==> config.mk <==
export PLATFORM = sky130hd
export DESIGN_NAME = periodic_irq_divider
export DESIGN_NICKNAME = d
export VERILOG_FILES = /design/src/rtl/pid_pkg.sv /design/src/rtl/pid_rate_decode.sv /design/src/rtl/pid_tick_counter.sv /design/src/rtl/pid_status.sv /design/src/rtl/periodic_irq_divider.sv
export SDC_FILE = /design/constraint.sdc
export NUM_CORES = 1
export LEC_CHECK = 0
export ABC_AREA = 1
export BUFFER_PORTS_ARGS = -buffer_cell sky130_fd_sc_hd__buf_2
export CORE_ASPECT_RATIO = 0.6
export CORE_MARGIN = 1.5
export CORE_UTILIZATION = 40
export CTS_BUF_LIST = sky130_fd_sc_hd__clkbuf_4 sky130_fd_sc_hd__clkbuf_8
export CTS_CLUSTER_SIZE = 14
export DETAILED_ROUTE_END_ITERATION = 10
export PLACE_DENSITY = 0.68
export SETUP_SLACK_MARGIN = 0.02
export SKIP_LAST_GASP = 1
export SLEW_MARGIN = 30
export SYNTH_ARGS = -nofsm -noshare
export SYNTH_HDL_FRONTEND = slang
export SYNTH_SLANG_ARGS = --single-unit
export TNS_END_PERCENT = 30
==> constraint.sdc <==
create_clock -name clk_i -period 2.6 [get_ports clk_i]
set_input_delay 0.52 -clock clk_i [delete_from_list [all_inputs] [get_ports clk_i]]
set_output_delay 0.52 -clock clk_i [all_outputs]
set_load 0.005 [all_outputs]
==> src/rtl/pid_pkg.sv <==
package pid_pkg;
  localparam int RATE_W      = 4;
  localparam int STAT_W      = 8;
  localparam int MASTER_BIT  = 7;
  localparam int PERIOD_BIT  = 6;
  localparam int ALIAS_MAX   = 2;
  localparam int ALIAS_SHIFT = 7;

  typedef struct packed {
    logic master;
    logic period;
  } flag_t;
endpackage

==> src/rtl/pid_rate_decode.sv <==
module pid_rate_decode #(
  parameter int RATE_W = pid_pkg::RATE_W
) (
  input  logic [RATE_W-1:0] code_i,
  input  logic              pie_i,
  input  logic              sqwe_i,
  input  logic              sqw_irq_en_i,
  output logic              run_o,
  output logic [RATE_W-1:0] exp_o
);
  logic [RATE_W-1:0] eff;

  always_comb begin
    eff = code_i;
    if (code_i != '0 && code_i <= RATE_W'(pid_pkg::ALIAS_MAX))
      eff = code_i + RATE_W'(pid_pkg::ALIAS_SHIFT);
    // code 0 wraps to all ones, which no running code reaches
    exp_o = eff - RATE_W'(1);
    run_o = (code_i != '0) && (pie_i || (sqwe_i && sqw_irq_en_i));
  end
endmodule

==> src/rtl/pid_tick_counter.sv <==
module pid_tick_counter #(
  parameter int EXP_W = pid_pkg::RATE_W,
  parameter int CNT_W = 14
) (
  input  logic             clk_i,
  input  logic             rst_ni,
  input  logic             tb_en_i,
  input  logic             run_i,
  input  logic [EXP_W-1:0] exp_i,
  output logic             hit_o,
  output logic             tick_o
);
  logic [CNT_W-1:0] cnt_q;
  logic [EXP_W-1:0] exp_q;
  logic             tick_q;
  logic [CNT_W:0]   span;
  logic [CNT_W:0]   last;
  logic             restart;

  always_comb begin
    span    = {{CNT_W{1'b0}}, 1'b1} << exp_i;
    last    = span - {{CNT_W{1'b0}}, 1'b1};
    restart = !run_i || (exp_i != exp_q);
    hit_o   = !restart && tb_en_i && (cnt_q == last[CNT_W-1:0]);
  end

  always_ff @(posedge clk_i or negedge rst_ni) begin
    if (!rst_ni) begin
      cnt_q  <= '0;
      exp_q  <= '1;
      tick_q <= 1'b0;
    end else begin
      exp_q  <= exp_i;
      tick_q <= hit_o;
      if (restart || hit_o) cnt_q <= '0;
      else if (tb_en_i)     cnt_q <= cnt_q + CNT_W'(1);
    end
  end

  assign tick_o = tick_q;
endmodule

==> src/rtl/pid_status.sv <==
module pid_status #(
  parameter int STAT_W = pid_pkg::STAT_W
) (
  input  logic              clk_i,
  input  logic              rst_ni,
  input  logic              set_i,
  input  logic              clr_i,
  output logic [STAT_W-1:0] stat_o,
  output logic              irq_o
);
  pid_pkg::flag_t flags_q;

  always_ff @(posedge clk_i or negedge rst_ni) begin
    if (!rst_ni)    flags_q <= '0;
    else if (set_i) flags_q <= '{master: 1'b1, period: 1'b1};
    else if (clr_i) flags_q <= '0;
  end

  always_comb begin
    stat_o = '0;
    stat_o[pid_pkg::MASTER_BIT] = flags_q.master;
    stat_o[pid_pkg::PERIOD_BIT] = flags_q.period;
  end

  assign irq_o = flags_q.master;
endmodule

==> src/rtl/periodic_irq_divider.sv <==
module periodic_irq_divider #(
  parameter int RATE_W = pid_pkg::RATE_W,
  parameter int STAT_W = pid_pkg::STAT_W
) (
  input  logic              clk_i,
  input  logic              rst_ni,
  input  logic              tb_en_i,
  input  logic [RATE_W-1:0] rate_code_i,
  input  logic              pie_i,
  input  logic              sqwe_i,
  input  logic              sqw_irq_en_i,
  input  logic              clr_i,
  output logic              tick_o,
  output logic [STAT_W-1:0] stat_o,
  output logic              irq_o
);
  localparam int CNT_W = (2 ** RATE_W) - 2;

  logic              run;
  logic [RATE_W-1:0] exp_sel;
  logic              hit;

  pid_rate_decode #(.RATE_W(RATE_W)) u_dec (
    .code_i      (rate_code_i),
    .pie_i       (pie_i),
    .sqwe_i      (sqwe_i),
    .sqw_irq_en_i(sqw_irq_en_i),
    .run_o       (run),
    .exp_o       (exp_sel)
  );

  pid_tick_counter #(.EXP_W(RATE_W), .CNT_W(CNT_W)) u_cnt (
    .clk_i  (clk_i),
    .rst_ni (rst_ni),
    .tb_en_i(tb_en_i),
    .run_i  (run),
    .exp_i  (exp_sel),
    .hit_o  (hit),
    .tick_o (tick_o)
  );

  pid_status #(.STAT_W(STAT_W)) u_stat (
    .clk_i (clk_i),
    .rst_ni(rst_ni),
    .set_i (hit),
    .clr_i (clr_i),
    .stat_o(stat_o),
    .irq_o (irq_o)
  );
endmodule

# Yosys cells after proc, flatten, opt, wreduce, memory -nomap -nowiden
# Index checks and enable logic that the tools add are counted.
totals:
  ff_bits: 21
  output_inout_bits: 10
classes:
  add_sub_neg: 4
  order_cmp: 1
  n_eq_ne: 2
  n_shift: 1
  n_mux: 5
  reduce_logical: 13
op_table:
  columns: ["op", "n"]
  rows:
  - ["14-bit two-way mux", 2]
  - ["14-bit by 1-bit adder with 14-bit output (second input constant)", 1]
  - ["14-bit == test", 1]
  - ["1-bit by 4-bit left shift with 14-bit output (first input constant)", 1]
  - ["14-bit by 1-bit subtractor with 14-bit output (second input constant)", 1]
  - ["1-bit logical AND", 5]
  - ["4-bit by 3-bit adder with 4-bit output (second input constant)", 1]
  - ["4-bit by 2-bit <= comparator with 1-bit output (second input constant)", 1]
  - ["2-bit two-way mux", 2]
  - ["4-bit two-way mux", 1]
  - ["4-bit inequality test", 1]
  - ["2-bit nonzero test", 2]
  - ["4-bit nonzero test", 1]
  - ["4-bit by 1-bit subtractor with 4-bit output (second input constant)", 1]
  - ["1-bit logical OR", 3]
  - ["1-bit logical NOT", 2]

# Logic depth before layout (Yosys ltp)
# Gate-level depths: netlist of run 1.
logic_depth:
  depth_word: 11
  depth_mapped: 27
  depth_no_buf: 26

# By module
# From an unflattened synthesis of run 1, not the netlist that was laid out.
hier_totals:
  hier_cells: 289
  area_unflattened_um2: 1869.3
by_module_without_submodules:
  columns: ["mod", "instances", "cells_each", "area_per_inst_um2"]
  rows:
  - ["pid_tick_counter", 1, 234, 1522.7]
  - ["pid_rate_decode", 1, 41, 242.7]
  - ["pid_status", 1, 14, 103.8]

# Worst setup path before layout of run 1
# No wires, ideal clock.
synth_path:
  path_type: "input to register"
  startpoint: "input port rate_code_i[0]"
  endpoint: "register u_cnt.cnt_q[8]"
  setup_time_ps: 120
  t_arrival_ps: 3207
  required_ps: 2480
  setup_slack_ps: -727
  cell_stages: 24
  path_buffers: 1
  path_cell_list: "inv_1 -> ha_1 -> inv_1 -> nand4_1 -> nand2_4 -> ha_1 -> inv_1 -> nand2_1 -> nand2_1 -> nor2_1 -> nand2_1 -> ha_1 -> xnor2_1 -> nor2_1 -> nand3_1 -> nor2_1 -> nand2_1 -> inv_1 -> nand3_1 -> nor2_2 -> nand2_2 -> buf_6 -> nand3_2 -> nor2_2"
synth_via:
  elab_chain_cells: 11
  word_cells_on_any_way: 19
synth_rtl:
  columns: ["element", "line", "rtl"]
  rows:
  - ["start, declared", "periodic_irq_divider.sv:8", "input logic [RATE_W-1:0] rate_code_i,"]
  - ["4-bit by 2-bit <= comparator with 1-bit output or 4-bit nonzero test (tied branches)", "pid_rate_decode.sv:15", "if (code_i != '0 && code_i <= RATE_W'(pid_pkg::ALIAS_MAX))"]
  - ["1-bit logical AND", "pid_rate_decode.sv:15", null]
  - ["4-bit two-way mux (*)", "pid_rate_decode.sv:15", null]
  - ["4-bit by 1-bit subtractor with 4-bit output (*)", "pid_rate_decode.sv:18", "exp_o = eff - RATE_W'(1);"]
  - ["named net exp_sel[0]", "periodic_irq_divider.sv:20", "logic [RATE_W-1:0] exp_sel;"]
  - ["parallel branches: the longest is 5 deep, another holds 14-bit by 1-bit subtractor with 14-bit output", null, null]
  - ["1-bit logical OR (*)", "pid_tick_counter.sv:35", "if (restart || hit_o) cnt_q <= '0;"]
  - ["14-bit two-way mux or 2-bit nonzero test (tied branches)", null, null]
  - ["end signal, assigned", "pid_tick_counter.sv:36", "else if (tb_en_i) cnt_q <= cnt_q + CNT_W'(1);"]
  - ["end, declared", "pid_tick_counter.sv:13", "logic [CNT_W-1:0] cnt_q;"]
# Mark *: on every way through the listed nets, which the timed path passes.
# A chain may end at the register's enable or synchronous reset.

# Final worst setup path of run 1
layout_path:
  startpoint: "input port rate_code_i[0]"
  endpoint: "register u_cnt.cnt_q[9]"
# Same word-level chain as after synthesis.

==> impl_metrics.json, run 1 <==
{
  "outcome": "complete, but fails checks",
  "violations": "setup timing",
  "antennaDiodeCount": 0,
  "max_freq_mhz": 319,
  "antenna_found_initial": 0,
  "num-fill-cells": 425,
  "path_class": "input port to flop",
  "rows": 20,
  "busiest_layer": "met2",
  "wl_um": 6590,
  "avgSynthCellArea_sq_um": 6.61,
  "gr-total-overflow": 0,
  "synth_top_area_frac": 0.178,
  "seq_area_sq_um": 505,
  "fin_ws_ps": -532,
  "drc_errors": 0,
  "coreArea_sq_um": 5230,
  "tightestPinTransition_ps": 495,
  "synth_cell_types": 34,
  "die_w_um": 99.9,
  "cts-root-buf": "clkbuf_8",
  "final.min_clock_period_ps": 3130,
  "area_delta_synth_final_pct": 40.0,
  "synth_xor_xnor_area_share": 0.0466,
  "cp.required_ps": 2760,
  "r2r_setup_slack_ps": 500,
  "multi_input_area_sq_um": 1670,
  "grt_usage": 0.224,
  "postRouteAntennaNets": 0,
  "numCtsBuffers": 3,
  "synthMuxAreaShare": 0.00444,
  "grt_pass1_wl_um": 10500,
  "cts.sinks": 20,
  "fp.dieH_um": 61.2,
  "grt_pass1_vias": 2209,
  "final_common_cell": "nand2_1",
  "synth_area_sq_um": 2250,
  "rsz0062_at_grt": "true",
  "powerDensity_nw_per_um2": 357,
  "cts_tree": "built",
  "first_iter_violations": 134,
  "cpMostUsedCell": "nand2_4",
  "path_max_fanout": 7,
  "slew_headroom": 0.667,
  "start_kind": "input port",
  "use_met3": 0.0602,
  "finClkSkew_ps": 4.50,
  "htreeDepth": 1,
  "fin_crit_sh": 1.20,
  "endpoint_kind": "flop",
  "instances_no_fill": 476,
  "vdd_drop_max_uv": 259,
  "critPathLaunch": "rate_code_i[0]",
  "netlist_instances": 341,
  "finalHoldViolCount": 0,
  "gr-usage-met2": 0.335,
  "route.vias.total": 2420,
  "wire_per_inst_um": 13.9,
  "leakagePower_nw": 1.59,
  "cap_violations": 0,
  "synth-seq-cells": 20,
  "synth_top_area_cell": "dfrtp_1",
  "cp.arrival_ps": 3290,
  "synth-compound-area-share": 0.0433,
  "grt_max_degree": 21,
  "clock_path_buffers": 2,
  "dieArea_sq_um": 6110,
  "firstDrtPassIters": 5,
  "layout_common_cells": "nand2_1 (86), buf_4 (51), inv_1 (42)",
  "cpPeakStageDelay_ps": 340,
  "ios": 21,
  "yosysSeqAreaShare": 0.224,
  "hp-class": "input port to async pin",
  "portBuffers": 14,
  "yosys_warnings": 0,
  "clk_pin_slew_ps": 80,
  "use_met1": 0.330,
  "placed_cells": 455,
  "drv_slew": 0,
  "yosys.area_share.simple": 0.469,
  "drive_gt1_frac": 0.420,
  "fin_hold_ws_ps": 195,
  "hpwl_um": 4930,
  "clock_latency_ps": 270,
  "synthAdderAreaFrac": 0.0610,
  "synth_top_family_by_area": "simple AND/OR/NAND/NOR gates",
  "nets": 433,
  "yosys-top-cells-area": "dfrtp_1 (18%), nand2_1 (16%), inv_1 (8.7%)",
  "start_util": 0.431,
  "timing.rr.start": "u_cnt.exp_q[1]",
  "setup-violations-final": 16,
  "gp_congestion": 0.907,
  "vias_per_cell": 5.08,
  "cp_slowest_cell": "o31ai_4"
}
## Yosys cell counts
library cell,number
o311ai_1,1
nor3_1,4
o41ai_2,1
o31ai_1,1
nor4_1,2
nor2_2,12
buf_6,2
conb_1,1
nand3_2,10
nand3b_1,1
o21ai_2,3
inv_2,5
nor2_1,32
nand2_2,6
buf_8,1
nand3_1,28
dfstp_2,4
a21oi_1,1
buf_2,2
dfrtp_1,16
nor2_4,3
ha_1,11
nand3_4,2
o41ai_1,1
nand2_4,5
o21ai_0,3
nand2_1,97
mux2i_1,1
xor2_1,10
o21ai_1,2
buf_4,10
xnor2_1,2
inv_1,52
nand4_1,9
## worst max-delay path: cells and delay by family
| kind | cells | cell delay, ps |
|---|---|---|
| compound gates | 1 | 340 |
| buf+inv | 7 | 640 |
| fa+ha+maj | 2 | 300 |
| simple gates | 16 | 1450 |
## through the flow
step	setup WS [ps]	utilization	total power [mW]	TNS (ps)	cell area, sq um
3_5_place_dp	-1000	0.522	0.714	-15430	2730
2_1_floorplan	-424	-	0.589	-6010	2370
5_1_grt	-612	0.604	1.18	-9050	3160
3_3_place_gp	-977	0.522	0.706	-15080	2730
4_1_cts	-373	0.575	1.08	-5650	3010
6_report	-532	0.604	1.13	-7800	3160
## area by class of cell
class | instances | share of cell area
multi-input cells | 254 | 0.530
repair buffers | 75 | 0.188
flip-flops and latches | 20 | 0.160
inverters | 57 | 0.0733
well taps | 66 | 0.0262
clock buffers | 3 | 0.0131
clock inverters | 1 | 0.00951
## logic make-up (layout without fill, tap and decap cells)
group,count (synthesis),in the layout
flops,20,20
other cells,1,6
buf+inv,72,136
compound gates,13,13
xor+xnor,12,12
fa+ha+maj,11,11
simple gates,211,211
mux,1,1
## state kept, by name (all words and copies together), names as in the netlist
signal and cells:
u_cnt.cnt_q 14, u_cnt.exp_q 4, u_cnt.tick_o 1, u_stat.irq_o 1
## power by group
group          switching, mW  total (mW)  leakage [nW]  internal [mW]
clock network          0.113       0.318        0.0357          0.206
registers            0.00422       0.327         0.266          0.323
logic                  0.273       0.481          1.29          0.207
total                  0.390        1.13          1.59          0.736
## path summary, 6_finish.rpt
check | end | cells past startpoint
min in group clk_i | u_stat.irq_o | 2
hold reg to reg | u_stat.irq_o | 2
hold / removal | u_cnt.cnt_q[3] | 1
setup reg to reg | u_cnt.cnt_q[9] | 15
setup / recovery | u_cnt.cnt_q[9] | 26
max in group asynchronous | u_cnt.exp_q[2] | 1
## what timing repair did
action | in CTS | in global routing
setup buffers | 8 | 9
resized for setup | 36 | 23
hold buffers | 0 | 0
pin swaps | 27 | 19
endpoints found under the setup margin | 16 | 16
endpoints found under the hold margin | 0 | 0
## per-layer routing
layer / share of wire / up-vias / routed length [um]
met2: 0.42 / 96 / 2750
met1: 0.49 / 1123 / 3220
li1: - / 1191 / -
met3: 0.085 / 10 / 559
met4: 0.0096 / 0 / 63
met5: 0 / - / 0
No activity file was read; power rests on OpenSTA's default activity.
==> inputs of run 2 (changes only) <==
--- a/config.mk
+++ b/config.mk
@@ -13,7 +13,7 @@
 export CTS_BUF_LIST = sky130_fd_sc_hd__clkbuf_4 sky130_fd_sc_hd__clkbuf_8
 export CTS_CLUSTER_SIZE = 14
 export DETAILED_ROUTE_END_ITERATION = 10
-export PLACE_DENSITY = 0.68
+export PLACE_DENSITY = 0.67
 export SETUP_SLACK_MARGIN = 0.02
 export SKIP_LAST_GASP = 1
 export SLEW_MARGIN = 30
==> impl_metrics.json, run 2 (synthesis results as in run 1) <==
{
  "leakagePower_nw": 1.53,
  "drive_gt1_frac": 0.391,
  "endpoint_kind": "flop",
  "r2r_setup_slack_ps": 460,
  "grt_max_degree": 21,
  "die_w_um": 99.9,
  "area_delta_synth_final_pct": 34.7,
  "finalHoldViolCount": 0,
  "route.vias.total": 2272,
  "top_regs": "u_cnt.cnt_q x14, u_cnt.exp_q x4",
  "portBuffers": 14,
  "grt_pass1_vias": 1996,
  "fin_crit_sh": 1.17,
  "vdd_drop_max_uv": 191,
  "stdcell_area_sq_um": 3040,
  "rows": 20,
  "fin_ws_ps": -439,
  "finClkSkew_ps": 3.20,
  "max_freq_mhz": 329,
  "rsz0062_at_grt": "true",
  "clk_pin_slew_ps": 80,
  "placed_cell_area_sq_um": 2770,
  "htreeDepth": 1,
  "setup-violations-final": 16,
  "num-fill-cells": 482,
  "powerDensity_nw_per_um2": 359,
  "wl_um": 6070,
  "final.setup.tns_ps": -6250,
  "cts.sinks": 20,
  "nets": 427,
  "final.min_clock_period_ps": 3040,
  "cp.required_ps": 2750,
  "layout_common_cells": "nand2_1 (87), buf_4 (50), inv_1 (45)",
  "hpwl_um": 4880,
  "gp_congestion": 0.868,
  "hp-class": "input port to async pin",
  "cts-root-buf": "clkbuf_8",
  "top_register": "u_cnt.cnt_q",
  "numCtsBuffers": 3,
  "path_class": "input port to flop",
  "reg2reg_depth": 15,
  "final_common_cell": "nand2_1",
  "largest_reg_flops": 14,
  "start_util": 0.431,
  "cap_violations": 0,
  "clock_latency_ps": 260,
  "outcome": "complete, but fails checks",
  "dieArea_sq_um": 6110,
  "antennaDiodeCount": 0,
  "ctsHoldBuffers": 0,
  "ios": 21,
  "cts_tree": "built",
  "postRouteAntennaNets": 0,
  "firstDrtPassIters": 4,
  "vias_per_cell": 4.83,
  "wire_per_inst_um": 12.9,
  "grt_usage": 0.212,
  "path_max_fanout": 6,
  "grt_pass1_wl_um": 9870,
  "place_ws_ps": -961,
  "start_kind": "input port",
  "clock_path_buffers": 2,
  "antenna_found_initial": 0,
  "critPathLaunch": "rate_code_i[0]",
  "r2r_end": "u_cnt.cnt_q[8]",
  "violations": "setup timing",
  "first_iter_violations": 186,
  "fin_hold_ws_ps": 187,
  "drc_errors": 0,
  "coreArea_sq_um": 5230,
  "fp.dieH_um": 61.2,
  "endpoint": "u_cnt.cnt_q[8]",
  "timing.rr.start": "u_cnt.exp_q[2]",
  "drv_slew": 0,
  "gr-total-overflow": 0,
  "cp.arrival_ps": 3190
}
-- run 2: per-layer routing --
metal	up-vias	GRT usage	share of wire
met4	0	0.0423	0.0082
met3	8	0.0238	0.063
li1	1174	-	-
met5	-	0	0
met1	1017	0.349	0.55
met2	73	0.288	0.38
-- run 2: final cells by class --
cell class	instances	area, sq um	area share
Tap cell	66	82.6	0.0272
Inverter	57	229	0.0754
Clock inverter	1	30.0	0.00988
Multi-Input combinational cell	254	1620	0.533
Timing Repair Buffer	69	532	0.175
Sequential cell	20	505	0.166
Clock buffer	3	41.3	0.0136
-- run 2: timing repair --
item / 4_1_cts / 5_1_grt
endpoints found under the setup margin: 16 / 16
resized for setup: 20 / 15
pin swaps: 17 / 17
setup buffers: 2 / 5
-- run 2: critical path, cell delays in order --
cell and delay (ps):
buf_12 110, inv_12 50, ha_4 110, inv_2 40, nand2_4 70, nand3_4 100, nand2_4 100, nand2_4 80
ha_4 180, inv_2 50, nand2_2 50, nand2_4 120, nor2_4 60, buf_12 130, o41ai_4 450, nand2_1 100
nand2_1 80, nand2_1 60, nor2_2 170, nand3_2 100, nor2_2 120, nand2_2 90, buf_6 150, nand3_2 60
nor2_2 40
-- run 2: stage by stage --
stage / total power, mW / utilization / cells
5_1_grt: 1.15 / 0.581 / 470
3_3_place_gp: 0.714 / 0.530 / 459
6_report: 1.09 / 0.581 / 470
3_5_place_dp: 0.721 / 0.530 / 459
4_1_cts: 1.06 / 0.561 / 465
2_1_floorplan: 0.589 / - / 346
-- run 2: worst min-delay path by stage --
stage                      to  slack [ps]  startpoint  cells past startpoint
6_report         u_cnt.tick_o         190      rst_ni                      1
3_3_place_gp     u_stat.irq_o         490      rst_ni                      1
4_1_cts          u_cnt.tick_o         200      rst_ni                      1
3_5_place_dp     u_cnt.tick_o         500      rst_ni                      1
5_1_grt        u_cnt.cnt_q[3]         230      rst_ni                      1
2_1_floorplan  u_cnt.cnt_q[0]         220      rst_ni                      0
-- run 2: report_power, final --
part           internal, mW  switching (mW)
clock network         0.206           0.115
logic                 0.193           0.249
registers             0.323         0.00391
==> inputs of run 3 (changes only) <==
--- a/config.mk
+++ b/config.mk
@@ -5,7 +5,6 @@
 export SDC_FILE = /design/constraint.sdc
 export NUM_CORES = 1
 export LEC_CHECK = 0
-export ABC_AREA = 1
 export BUFFER_PORTS_ARGS = -buffer_cell sky130_fd_sc_hd__buf_2
 export CORE_ASPECT_RATIO = 0.6
 export CORE_MARGIN = 1.5
@@ -13,7 +12,7 @@
 export CTS_BUF_LIST = sky130_fd_sc_hd__clkbuf_4 sky130_fd_sc_hd__clkbuf_8
 export CTS_CLUSTER_SIZE = 14
 export DETAILED_ROUTE_END_ITERATION = 10
-export PLACE_DENSITY = 0.67
+export PLACE_DENSITY = 0.68
 export SETUP_SLACK_MARGIN = 0.02
 export SKIP_LAST_GASP = 1
 export SLEW_MARGIN = 30
==> impl_metrics.json, run 3 <==
{
  "outcome": "complete, but fails checks",
  "violations": "setup timing",
  "hp-class": "input port to async pin",
  "path_class": "input port to flop",
  "synth_top_family_by_area": "simple AND/OR/NAND/NOR gates",
  "yosys_warnings": 0,
  "clock_path_buffers": 2,
  "fin_crit_sh": 1.55,
  "synth-compound-area-share": 0.198,
  "synth_common_cells": "nand2_1 (20), xor2_1 (18), dfrtp_1 (16)",
  "wl_um": 6220,
  "cp.arrival_ps": 4170,
  "synth_area_sq_um": 2030,
  "grt_usage": 0.241,
  "drive_gt1_frac": 0.450,
  "avgSynthCellArea_sq_um": 8.60,
  "grt_pass1_vias": 1958,
  "die_w_um": 95.0,
  "dieArea_sq_um": 5520,
  "start_util": 0.429,
  "clk_pin_slew_ps": 80,
  "gp_congestion": 0.893,
  "ctsHoldBuffers": 0,
  "yosysSeqAreaShare": 0.249,
  "placed_cells": 348,
  "clock_latency_ps": 270,
  "path_cells": "buf_12 -> inv_8 -> ha_4 -> or4b_4 -> a21o_4 -> clkinv_4 -> a41oi_4 -> buf_6 -> o211a_1 -> inv_2 -> ha_4 -> buf_4 -> o211ai_1 -> nand2_1 -> a21oi_1 -> o31ai_2 -> o211ai_1 -> or4_4 -> a2111oi_4 -> buf_4 -> buf_12 -> nor3_1",
  "yosys.area_share.simple": 0.241,
  "synthAdderAreaFrac": 0.0678,
  "vdd_drop_max_uv": 274,
  "htreeDepth": 1,
  "firstDrtPassIters": 4,
  "first_iter_violations": 205,
  "wire_per_inst_um": 17.1,
  "finClkSkew_ps": 5.61,
  "synth_cell_types": 54,
  "portBuffers": 14,
  "cp.required_ps": 2750,
  "top_regs": "u_cnt.cnt_q x14, u_cnt.exp_q x4",
  "max_freq_mhz": 249,
  "finalHoldViolCount": 0,
  "busiest_layer": "met2",
  "antenna_found_initial": 0,
  "area_delta_synth_final_pct": 42.0,
  "cp_slowest_cell": "or4b_4",
  "synthMuxAreaShare": 0.00986,
  "synth_flop_cell": "dfrtp_1",
  "nets": 323,
  "fin_hold_ws_ps": 179,
  "grt_max_degree": 21,
  "synth-edff-count": 0,
  "endpoint_kind": "flop",
  "rows": 19,
  "yosysMostFrequentCell": "nand2_1",
  "largest_reg_flops": 14,
  "finalPower_mw": 1.05,
  "coreArea_sq_um": 4730,
  "cts.sinks": 20,
  "synth_top_area_frac": 0.197,
  "antennaDiodeCount": 0,
  "start_kind": "input port",
  "drc_errors": 0,
  "setup-violations-final": 16,
  "grt_pass1_wl_um": 9900,
  "final_common_cell": "buf_4",
  "synth_xor_xnor_area_share": 0.142,
  "netlist_instances": 236,
  "use_met3": 0.0551,
  "route.vias.total": 2006,
  "synth_top_area_cell": "dfrtp_1",
  "placed_cell_area_sq_um": 2560,
  "use_met1": 0.356,
  "powerDensity_nw_per_um2": 363,
  "final.min_clock_period_ps": 4020,
  "gr-total-overflow": 0,
  "leakagePower_nw": 1.26,
  "cts_tree": "built",
  "yosys-top-cells-area": "dfrtp_1 (20%), xor2_1 (7.8%), ha_1 (6.8%)",
  "stdcell_area_sq_um": 2880,
  "synth-seq-cells": 20,
  "gr-usage-met2": 0.358,
  "vias_per_cell": 5.53,
  "ios": 21,
  "cts-root-buf": "clkbuf_8",
  "fin_ws_ps": -1420,
  "fp.dieH_um": 58.2,
  "layout_common_cells": "buf_4 (58), nand2_1 (19), xor2_1 (18)",
  "postRouteAntennaNets": 0,
  "rsz0062_at_grt": "true",
  "cpPeakStageDelay_ps": 480,
  "instances_no_fill": 363,
  "num-fill-cells": 397,
  "path_max_fanout": 8,
  "hpwl_um": 4330,
  "cap_violations": 0,
  "async_flop_share": 1.00,
  "final.setup.tns_ps": -22440,
  "drv_slew": 0,
  "numCtsBuffers": 3,
  "top_register": "u_cnt.cnt_q"
}
## run 3: changes by cell type after synthesis, sizes merged, moves of 13 or more
cell / delta
nand3: -35
nor3: +18
inv: -46
nor2: -34
xnor2: +13
nand2: -88
## run 3: metrics by stage
| step | utilization | worst slack, ps |
|---|---|---|
| floorplan | - | -1810 |
| global placement | 0.541 | -1790 |
| detailed placement | 0.541 | -1860 |
| CTS | 0.593 | -1460 |
| global route | 0.609 | -1550 |
| finish | 0.609 | -1420 |
## run 3: path summary, 6_finish.rpt
| check | start | cells past startpoint | end | slack, ps |
|---|---|---|---|---|
| setup / recovery | rate_code_i[1] | 22 | u_cnt.cnt_q[2] | -1420 |
| hold / removal | rst_ni | 1 | u_cnt.cnt_q[3] | 180 |
| setup reg to reg | u_cnt.cnt_q[2] | 10 | u_cnt.cnt_q[2] | 150 |
| hold reg to reg | u_stat.irq_o | 1 | u_stat.irq_o | 520 |
| max in group asynchronous | rst_ni | 1 | u_cnt.exp_q[1] | 2080 |
| min in group clk_i | clr_i | 3 | u_stat.irq_o | 510 |
## run 3: logic make-up after synthesis
group                    after synthesis
multiplexers                           2
adder cells (fa/ha/maj)               11
flip-flops                            20
AND/OR/NAND/NOR                       87
other                                  1
buffers and inverters                 33
XOR/XNOR                              33
AO/OA/AOI/OAI                         49
## run 3: worst max-delay path, delay by kind of cell
kind	cells	cell delay (ps)
compound gates	8	1290
simple gates	4	1100
buf+inv	8	890
fa+ha+maj	2	340
## run 3: power breakdown
group | total [mW] | switching (mW) | leakage (nW) | internal (mW)
Sequential | 0.330 | 0.00466 | 0.266 | 0.325
Combinational | 0.472 | 0.251 | 0.969 | 0.221
Clock | 0.245 | 0.109 | 0.0288 | 0.135
## run 3: repair_timing
action	4_1_cts	5_1_grt
endpoints found under the setup margin	16	16
resized for setup	26	13
setup buffers	7	4
pin swaps	14	14
gates cloned	1	0
## run 3: area by class of cell
class / instances / area (sq um) / area share
Inverter: 12 / 72.6 / 0.0252
Sequential cell: 20 / 505 / 0.175
Multi-Input combinational cell: 188 / 1570 / 0.544
Tap cell: 63 / 78.8 / 0.0274
Clock buffer: 4 / 55.1 / 0.0191
Timing Repair Buffer: 76 / 603 / 0.209
## run 3: per-layer routing
metal	vias up	wire length, um
met4	0	34
met5	-	0
met3	5	549
li1	953	-
met2	73	2720
met1	975	2920
